==> config.mk <==
export PLATFORM = sky130hd
export DESIGN_NAME = pic8_ctrl
export DESIGN_NICKNAME = d
export VERILOG_FILES = /design/src/rtl/pic8_pkg.sv /design/src/rtl/pic8_init_seq.sv /design/src/rtl/pic8_req_capture.sv /design/src/rtl/pic8_prio.sv /design/src/rtl/pic8_ctrl.sv
export SDC_FILE = /design/constraint.sdc
export NUM_CORES = 1
export LEC_CHECK = 0
export ABC_CLOCK_PERIOD_IN_PS = 7600
export BUFFER_PORTS_ARGS = -buffer_cell sky130_fd_sc_hd__buf_4
export CAP_MARGIN = 20
export CORE_MARGIN = 10
export CORE_UTILIZATION = 61
export DETAILED_ROUTE_END_ITERATION = 8
export PLACE_DENSITY = 0.84
export SLEW_MARGIN = 0
export SYNTH_ARGS = -nofsm -noshare
export SYNTH_HDL_FRONTEND = slang
export SYNTH_SLANG_ARGS = --single-unit
==> constraint.sdc <==
create_clock -name clk -period 7.6 [get_ports clk]
set_input_delay 2.28 -clock clk [delete_from_list [all_inputs] [get_ports clk]]
set_output_delay 2.28 -clock clk [all_outputs]
set_load 0.05 [all_outputs]
==> src/rtl/pic8_pkg.sv <==
// Shared constants and types for the priority interrupt controller.
// Assumes a byte-wide register port and a power-of-two input count.
package pic8_pkg;
    localparam int DW  = 8;
    localparam int NIN = 8;
    localparam int LW  = $clog2(NIN);
    localparam int BW  = DW - LW;

    typedef enum logic [2:0] {
        ST_IDLE,
        ST_BASE,
        ST_CASC,
        ST_OPTS,
        ST_READY
    } seq_e;

    typedef struct packed {
        logic          level_trig;
        logic          aeoi;
        logic [BW-1:0] base;
    } cfg_t;
endpackage

==> src/rtl/pic8_init_seq.sv <==
// Setup sequencer: walks the restart/base/cascade/options byte chain and
// steers later writes to the mask or to command decode.
// Assumes wdata bits are split by the caller: hi_bits = [7:3], lo_bits = [1:0].
module pic8_init_seq
    import pic8_pkg::*;
(
    input  logic          clk,
    input  logic          rst_n,
    input  logic          wr_en,
    input  logic          addr,
    input  logic [BW-1:0] hi_bits,
    input  logic [1:0]    lo_bits,
    output cfg_t          cfg,
    output logic          ready,
    output logic          restart,
    output logic          op_wr,
    output logic          mask_wr
);
    seq_e st_q;
    logic single_q;
    logic want_opts_q;

    // Decode strobes from the address and the opcode bits in the data.
    always_comb begin
        restart = wr_en && !addr && hi_bits[1];
        ready   = (st_q == ST_READY);
        op_wr   = wr_en && !addr && !hi_bits[1] && ready;
        mask_wr = wr_en && addr && ready;
    end

    // Step through the setup chain and latch configuration.
    always_ff @(posedge clk) begin
        if (!rst_n) begin
            st_q        <= ST_IDLE;
            single_q    <= 1'b0;
            want_opts_q <= 1'b0;
            cfg         <= '0;
        end else if (restart) begin
            st_q           <= ST_BASE;
            cfg.level_trig <= hi_bits[0];
            single_q       <= lo_bits[1];
            want_opts_q    <= lo_bits[0];
            cfg.aeoi       <= 1'b0;
        end else if (wr_en && addr) begin
            unique case (st_q)
                ST_BASE: begin
                    cfg.base <= hi_bits;
                    if (!single_q)        st_q <= ST_CASC;
                    else if (want_opts_q) st_q <= ST_OPTS;
                    else                  st_q <= ST_READY;
                end
                ST_CASC: st_q <= want_opts_q ? ST_OPTS : ST_READY;
                ST_OPTS: begin
                    cfg.aeoi <= lo_bits[1];
                    st_q     <= ST_READY;
                end
                default: ;
            endcase
        end
    end

    assert_restart_blocks_R1: assert property (@(posedge clk) disable iff (!rst_n)
        restart |=> !ready);
endmodule

==> src/rtl/pic8_req_capture.sv <==
// Request register: records rising edges or follows levels per input.
// Assumes inputs are already synchronous to clk.
module pic8_req_capture #(
    parameter int NIN = 8
) (
    input  logic           clk,
    input  logic           rst_n,
    input  logic           clr_all,
    input  logic           level_mode,
    input  logic [NIN-1:0] irq_line,
    input  logic [NIN-1:0] ack_clr,
    output logic [NIN-1:0] irr
);
    logic [NIN-1:0] prev_q;

    // Remember last input sample for edge detection.
    always_ff @(posedge clk) begin
        if (!rst_n) prev_q <= '0;
        else        prev_q <= irq_line;
    end

    // Update pending requests per trigger mode.
    always_ff @(posedge clk) begin
        if (!rst_n || clr_all) irr <= '0;
        else if (level_mode)   irr <= irq_line;
        else                   irr <= (irr | (irq_line & ~prev_q)) & ~ack_clr;
    end

    assert_edge_quiet_R3: assert property (@(posedge clk) disable iff (!rst_n)
        (!level_mode && !clr_all && irq_line == '0) |=> ((irr & ~$past(irr)) == '0));
endmodule

==> src/rtl/pic8_prio.sv <==
// Fixed-priority resolver: lowest index wins, in-service levels block
// equal and lower priority unless special mask mode is on.
// Purely combinational.
module pic8_prio #(
    parameter int NIN = 8,
    parameter int LW  = $clog2(NIN)
) (
    input  logic [NIN-1:0] irr,
    input  logic [NIN-1:0] mask,
    input  logic [NIN-1:0] isr,
    input  logic           smm,
    output logic           req,
    output logic [LW-1:0]  winner,
    output logic [LW-1:0]  isr_top,
    output logic           isr_any
);
    logic [NIN-1:0] cand;

    function automatic logic [LW-1:0] first_set(input logic [NIN-1:0] v);
        logic [LW-1:0] r;
        r = LW'(NIN - 1);
        for (int i = NIN - 1; i >= 0; i--) begin
            if (v[i]) r = LW'(i);
        end
        return r;
    endfunction

    // Pick the most urgent eligible request and the most urgent in-service level.
    always_comb begin
        cand    = irr & ~mask & (smm ? ~isr : {NIN{1'b1}});
        winner  = first_set(cand);
        isr_top = first_set(isr);
        isr_any = |isr;
        req     = (|cand) && (smm || !isr_any || (winner < isr_top));
    end
endmodule

==> src/rtl/pic8_ctrl.sv <==
// Top of the eight-input priority interrupt controller: holds mask,
// in-service, read select, special mask and poll state; decodes commands,
// acknowledges and reads. Assumes ack is a one-cycle pulse.
module pic8_ctrl
    import pic8_pkg::*;
(
    input  logic          clk,
    input  logic          rst_n,
    input  logic          wr_en,
    input  logic          rd_en,
    input  logic          addr,
    input  logic [DW-1:0] wdata,
    output logic [DW-1:0] rdata,
    input  logic [NIN-1:0] irq_line,
    input  logic          ack,
    output logic          int_req,
    output logic [DW-1:0] vec_out
);
    cfg_t           cfg;
    logic           ready, restart, op_wr, mask_wr;
    logic [NIN-1:0] irr, isr_q, mask_q, ack_vec, eoi_vec;
    logic           rd_isr_q, smm_q, poll_q;
    logic           req, isr_any, poll_take, ack_do, is_eoi_cmd, is_sel_cmd;
    logic [LW-1:0]  winner, isr_top, poll_lvl;

    pic8_init_seq u_seq (
        .clk     (clk),
        .rst_n   (rst_n),
        .wr_en   (wr_en),
        .addr    (addr),
        .hi_bits (wdata[DW-1:LW]),
        .lo_bits (wdata[1:0]),
        .cfg     (cfg),
        .ready   (ready),
        .restart (restart),
        .op_wr   (op_wr),
        .mask_wr (mask_wr)
    );

    pic8_req_capture #(.NIN(NIN)) u_cap (
        .clk        (clk),
        .rst_n      (rst_n),
        .clr_all    (restart),
        .level_mode (cfg.level_trig),
        .irq_line   (irq_line),
        .ack_clr    (ack_vec),
        .irr        (irr)
    );

    pic8_prio #(.NIN(NIN), .LW(LW)) u_prio (
        .irr     (irr),
        .mask    (mask_q),
        .isr     (isr_q),
        .smm     (smm_q),
        .req     (req),
        .winner  (winner),
        .isr_top (isr_top),
        .isr_any (isr_any)
    );

    // Acknowledge, command decode and EOI target selection.
    always_comb begin
        int_req    = ready && req;
        poll_take  = rd_en && !addr && poll_q;
        ack_do     = int_req && (ack || poll_take);
        is_eoi_cmd = op_wr && !wdata[3] && wdata[5];
        is_sel_cmd = op_wr && wdata[3];
        ack_vec    = '0;
        if (ack_do) ack_vec[winner] = 1'b1;
        eoi_vec = '0;
        if (is_eoi_cmd) begin
            if (wdata[6])     eoi_vec[wdata[LW-1:0]] = 1'b1;
            else if (isr_any) eoi_vec[isr_top] = 1'b1;
        end
        poll_lvl = int_req ? winner : '0;
        vec_out  = {cfg.base, winner};
    end

    // In-service register: EOI clears, acknowledge sets unless automatic EOI.
    always_ff @(posedge clk) begin
        if (!rst_n || restart) isr_q <= '0;
        else isr_q <= (isr_q & ~eoi_vec) | (cfg.aeoi ? '0 : ack_vec);
    end

    // Mask register.
    always_ff @(posedge clk) begin
        if (!rst_n || restart) mask_q <= '0;
        else if (mask_wr)      mask_q <= wdata;
    end

    // Read select, special mask mode and one-shot poll.
    always_ff @(posedge clk) begin
        if (!rst_n || restart) begin
            rd_isr_q <= 1'b0;
            smm_q    <= 1'b0;
            poll_q   <= 1'b0;
        end else if (is_sel_cmd) begin
            if (wdata[1]) rd_isr_q <= wdata[0];
            if (wdata[6]) smm_q    <= wdata[5];
            poll_q <= wdata[2];
        end else if (poll_take) begin
            poll_q <= 1'b0;
        end
    end

    // Read data multiplexer.
    always_comb begin
        if (!rd_en)        rdata = '0;
        else if (addr)     rdata = mask_q;
        else if (poll_q)   rdata = {int_req, {(DW-1-LW){1'b0}}, poll_lvl};
        else if (rd_isr_q) rdata = isr_q;
        else               rdata = irr;
    end

    assert_mask_blocks_R5: assert property (@(posedge clk) disable iff (!rst_n)
        int_req |-> !mask_q[vec_out[LW-1:0]]);
    assert_ack_sets_isr_R7: assert property (@(posedge clk) disable iff (!rst_n)
        (ack_do && !cfg.aeoi && !restart) |=> isr_q[$past(winner)]);
    assert_aeoi_no_isr_R7: assert property (@(posedge clk) disable iff (!rst_n)
        (ready && cfg.aeoi && !restart) |=> ((isr_q & ~$past(isr_q)) == '0));
    assert_ns_eoi_one_R8: assert property (@(posedge clk) disable iff (!rst_n)
        (is_eoi_cmd && !wdata[6] && isr_any && !ack_do) |=>
        ($countones(isr_q) + 1 == $countones($past(isr_q))));
endmodule

### After elaboration in Yosys (flattened, before gate mapping)

Index checks and enable logic that the tools add are counted.

| storage, ports and cells | value |
|---|---|
| register bits | 47 |
| bits in latches | 0 |
| RAM bits | 0 |
| ROM bits | 0 |
| input bits | 22 |
| output and inout port bits | 17 |
| logic and storage cells | 117 |
| memories kept | 0 |

| cells by class | value |
|---|---|
| add/subtract/negate cells | 0 |
| $mul | 0 |
| div/mod/pow operators | 0 |
| order comparisons | 7 |
| equality and inequality tests | 4 |
| shifts and indexed selects | 0 |
| mux-type cells | 39 |
| bitwise gates (word level) | 14 |
| reductions and logical operators | 39 |

Operators with widths:

| operator | number |
|---|---|
| 2-to-1 mux 8 bit | 11 |
| bitwise AND 8 bit | 5 |
| NOT 8 bit | 5 |
| 2-to-1 mux 3 bit | 11 |
| logical AND 1 bit | 17 |
| bitwise OR 8 bit | 2 |
| OR reduction 8 bit | 2 |
| < comparator 3 x 4 -> 1 bit (second input constant) | 3 |
| AND reduction 2 bit | 5 |
| demux 1 bit (select 3 bit) | 3 |
| greater-or-equal comparator 3 x 1 -> 1 bit (second input constant) | 3 |
| 2-to-1 mux 1 bit | 9 |
| case mux 3 bit (3 select lines) | 1 |
| 2-to-1 mux 2 bit | 4 |
| == test 3 x 2 -> 1 bit (second input constant) | 2 |
| logical NOT 1 bit | 5 |
| logical OR 1 bit | 4 |
| nonzero test 2 bit | 2 |
| nonzero test 4 bit | 1 |
| == test 3 x 1 -> 1 bit (second input constant) | 1 |
| == test 3 bit (second input constant) | 1 |
| < comparator 3 bit | 1 |
| AND reduction 3 bit | 1 |
| nonzero test 3 bit | 1 |
| 2 further kinds | 3 |

### Logic depth before layout (Yosys ltp)

| depth | value |
|---|---|
| word-level depth | 19 |
| mapped depth | 10 |

### Hierarchy

Synthesis repeated with hierarchy kept, for this count alone.

| unflattened totals | value |
|---|---|
| cells, all modules | 328 |
| area total of the unflattened synthesis | 2906.5 µm² |

Modules (own cells, without submodules):

| module | times used | cells an instance | area each (µm²) | sequential area each (µm²) |
|---|---|---|---|---|
| pic8_ctrl | 1 | 150 | 1286.2 | 380.4 |
| pic8_req_capture | 1 | 59 | 676.9 | 320.3 |
| pic8_init_seq | 1 | 64 | 583.1 | 240.2 |
| pic8_prio | 1 | 55 | 360.3 | 0.0 |

### Worst setup path after synthesis

OpenSTA, ideal clock, no wires.

| timing | value |
|---|---|
| path kind | flip-flop to output port |
| from | register smm_q |
| to | output rdata[7] |
| data arrival time | 4.378 ns |
| path slack | 0.942 ns |
| stages on the path, launching flop included | 11 |
| cells stage by stage | dfxtp_1 buf_4 nand2_1 a22o_1 nor3b_1 ha_1 nand2_1 a311o_2 nand4_4 a211o_1 a21boi_0 |

| between the ends | value |
|---|---|
| elaborated cells between the ends (all ways) | 18 |
| those cells by class | 1 x order compare; 11 x mux; 1 x bitwise; 5 x reduce/logical |

RTL lines:

| item | line | source |
|---|---|---|
| start: declaration | pic8_ctrl.sv:22 | `logic rd_isr_q, smm_q, poll_q;` |
| start signal: assignment | pic8_ctrl.sv:99 | `if (wdata[6]) smm_q <= wdata[5];` |
| 2-to-1 mux 8 bit (*) | pic8_prio.sv:30 | `cand = irr & ~mask & (smm ? ~isr : {NIN{1'b1}});` |
| bitwise AND 8 bit (*) | pic8_prio.sv:30 |  |
| 2-to-1 mux 3 bit (3 in a row) | pic8_prio.sv:23 | `if (v[i]) r = LW'(i);` |
| 2-to-1 mux 3 bit (*) | pic8_prio.sv:23 |  |
| net vec_out[2] | pic8_ctrl.sv:17 | `output logic [DW-1:0] vec_out` |
| < comparator 3 bit (*) | pic8_prio.sv:34 | `req = (\|cand) && (smm \|\| !isr_any \|\| (winner < isr_top));` |
| logical OR 1 bit (*) | pic8_prio.sv:34 |  |
| logical AND 1 bit (*) | pic8_prio.sv:34 |  |
| logical AND 1 bit (*) | pic8_ctrl.sv:63 | `int_req = ready && req;` |
| 2-to-1 mux 8 bit (*) | pic8_ctrl.sv:110 | `else if (poll_q) rdata = {int_req, {(DW-1-LW){1'b0}}, poll_lvl};` |
| 2-to-1 mux 8 bit (*) | pic8_ctrl.sv:109 | `else if (addr) rdata = mask_q;` |
| 2-to-1 mux 8 bit (*) | pic8_ctrl.sv:108 | `if (!rd_en) rdata = '0;` |
| end: declaration | pic8_ctrl.sv:13 | `output logic [DW-1:0] rdata,` |

The timed path passes the listed nets; every way through them passes the cells marked *.

### Worst setup path after layout

| timing | value |
|---|---|
| from | input addr |
| to | output rdata[1] |

| between the ends | value |
|---|---|
| longest elaborated chain between the ends | 2 |

Ends and longest elaborated chain:

| item | line | source |
|---|---|---|
| start: declaration | pic8_ctrl.sv:11 | `input logic addr,` |
| 2-to-1 mux 8 bit | pic8_ctrl.sv:109 |  |
| 2-to-1 mux 8 bit | pic8_ctrl.sv:108 |  |

No other way between the ends.

==> flow_metrics.env <==
export IMPL_hpwl_um=5689
export IMPL_detail_route_antenna_nets=0
export IMPL_finalPower_uw=523.5
export IMPL_antenna_cells=0
export IMPL_post_cts_resized=0
export IMPL_ir_drop_mv=0.1311
export IMPL_status="finished, final reports clean"
export IMPL_fillers=345
export IMPL_dr_pass1_iters=5
export IMPL_vias=2571
export IMPL_busiest_layer="met2"
export IMPL_post_route_period_util_pct=72.92
export IMPL_worst_pin_slew_ns=1.109
export IMPL_critPathLaunchType="input pin"
export IMPL_rows=23
export IMPL_viasPerCell=6.575
export IMPL_worstSetupPathType="in -> out"
export IMPL_yosysTopAreaCell="dfxtp_1"
export IMPL_crit_top_cell="buf_4"
export IMPL_hold_viol=0
export IMPL_syn_avg_cell_area_um2=8.365
export IMPL_timing_fmax_mhz=180.4
export IMPL_clk_pin_slew_ns=0.08
export IMPL_slew_headroom_pct=25.73
export IMPL_drt_wl_total_um=7538
export IMPL_nNetsFinal=363
export IMPL_setup_tns_ns=0
export IMPL_netlist_area_um2=2635
export IMPL_fin_worst_skew_ns=0.009699
export IMPL_p_per_area_nw_per_um2=175.4
export IMPL_initial_core_util_pct=64.48
export IMPL_ys_ff_latch=47
export IMPL_grt_util_met2_pct=32.43
export IMPL_cp_arrival_ns=3.26
export IMPL_routedWlPerCell_um=19.28
export IMPL_synthDistinctLibCells=54
export IMPL_syn_inst=315
export IMPL_cp_data_required_time_ns=5.32
export IMPL_grt_pass1_wl_um=12390
export IMPL_maxCapViolCount=0
export IMPL_die_w_um=85.73
export IMPL_synth_warnings=0
export IMPL_pre_cts_slack_ns=2.104
export IMPL_cts_made_buffers=5
export IMPL_drc=0
export IMPL_drive_gt1_share_pct=18.77
export IMPL_antenna_found_initial=0
export IMPL_async_reset_ff_share_pct=0
export IMPL_grt_util_met3_pct=6.433
export IMPL_cp_max_fo=10
export IMPL_clk_latency_ns=0.31
export IMPL_setup_violations=0
export IMPL_clockBufferDepth=2
export IMPL_rsz0062_at_grt="no"
export IMPL_slowest_stage="clkinv_1"
export IMPL_cellLeakagePower_uw=0.001153
export IMPL_grt_max_degree=23
export IMPL_dieHeight_um=85.73
export IMPL_min_path_type="reg -> reg"
export IMPL_io_pins=39
export IMPL_globalplace_congestion=0.9510
export IMPL_cts_sinks=47
export IMPL_slew_violations=0
export IMPL_met1_usage_pct=25.45
export IMPL_grt_util_all_layers_pct=20.68
export IMPL_cts_max_level=2
export IMPL_synth_top_cell_area_share_pct=35.71
export IMPL_cts_hold_buffers=0
export IMPL_timing_final_ws_setup_ns=2.058
export IMPL_crit_chain="buf_4 > clkinv_1 > o21ai_0 > o221a_2 > buf_4"
export IMPL_tritoncts="built"
export IMPL_synth_seq_area_share_pct=35.71
export IMPL_endpoint_kind="output port"
export IMPL_crit_path_max_incr_delay_ns=0.24
export IMPL_synth_edf_count=0
export IMPL_synth_top_flop_cell="dfxtp_1"
export IMPL_syn_num_nets=338
export IMPL_cts_root_buf="clkbuf_8"
export IMPL_first_global_vias=2433
export IMPL_drt_iter0_drc=269
export IMPL_io_buffers=38
export IMPL_core_um2=4086
export IMPL_final_util_pct=73.06
export IMPL_area_delta_synth_final_pct=13.30
export IMPL_synthTopCellsByArea="dfxtp_1 (36%), mux2i_1 (7.6%), nor2_1 (5.0%)"
export IMPL_dieArea_um2=7349
export IMPL_cts_setup_buffers=0
export IMPL_grt_overflow=0
export IMPL_fin_crit_ns=5.542
[cells by family (layout without fill, tap and decap cells)]
| kind of cell | after synthesis | after routing | synth area share (%) |
|---|---|---|---|
| compound gates | 82 | 82 | 22.70 |
| flops | 47 | 47 | 35.71 |
| simple gates | 126 | 126 | 25.83 |
| mux | 24 | 24 | 9.307 |
| buf+inv | 35 | 61 | 5.983 |
| fa+ha+maj | 1 | 1 | 0.4748 |
[cells in the mapped netlist, drive strengths merged (4+ instances only)]
cell / n
nor2b: 14
dfxtp: 47
mux2i: 20
nor3: 9
clkbuf: 11
a21boi: 8
nand3: 5
a31oi: 7
inv: 12
mux2: 4
a21oi: 15
nand2: 30
a32o: 4
o21ai: 12
and2: 10
a211oi: 7
nor2: 35
a22oi: 5
buf: 10
[critical path: cells and delay by family]
kind	cells	cell delay, ns
AO/OA/AOI/OAI	2	0.40
buffers and inverters	3	0.59
[metrics by stage]
step	std cells	hold WS [ns]	area, um2
final	391	0.5040	2985
after global routing	391	0.5306	2985
after CTS	391	0.5069	2985
after detailed placement	383	0.4854	2885
after global placement	383	0.4653	2885
after floorplan	315	0.4549	2635
[flip-flops by register name, summed over array words and instances, names as in the netlist]
register	cells
isr_q	8
u_seq.want_opts_q	1
mask_q	8
rd_isr_q	1
poll_q	1
u_seq.st_q	3
u_seq.single_q	1
smm_q	1
u_cap.prev_q	8
u_cap.irr	8
u_seq.cfg	7
[power breakdown]
| part | switching (uW) | internal [uW] | total, uW |
|---|---|---|---|
| registers | 4.74 | 253 | 258 |
| logic | 64.0 | 35.2 | 99.2 |
| clock network | 83.4 | 83.1 | 167 |
[cell type report]
cell class	instances	area [um2]	share of cell area [%]
multi-input combinational	233	1536	51.47
inverter	14	52.55	1.760
sequential	47	940.9	31.52
clock buffer	8	100.1	3.353
timing repair buffer	39	292.8	9.807
tap	50	62.56	2.096
[path summary, 6_finish.rpt]
kind | cells past startpoint | slack (ns) | to | start
min reg2reg | 2 | 0.50 | u_seq.cfg[2]$_SDFFE_PN0P_ | u_seq.cfg[2]$_SDFFE_PN0P_
max reg2reg | 10 | 4.56 | u_cap.irr[0]$_SDFF_PP0_ | smm_q$_SDFFE_PP0P_
max | 5 | 2.06 | rdata[1] | addr
min | 2 | 0.50 | u_seq.cfg[2]$_SDFFE_PN0P_ | u_seq.cfg[2]$_SDFFE_PN0P_
[layout by cell type, fill, tap and decap left out, drive strengths merged, types with 4 or more instances in the layout]
cell type   n
mux2        4
nand2      30
dfxtp      47
nand3       5
inv        12
a32o        4
nor2       35
o21ai      12
a21oi      15
nor2b      14
a31oi       7
and2       10
clkbuf      8
buf        39
a21boi      8
nor3        9
a211oi      7
mux2i      20
a22oi       5
[routing by layer]
layer	vias to the layer above	part of all wire, %
met5	-	0
met4	0	2.6
met3	21	10
met2	151	46
met1	1209	41
li1	1190	-
Power figures use the tool's default switching activity.
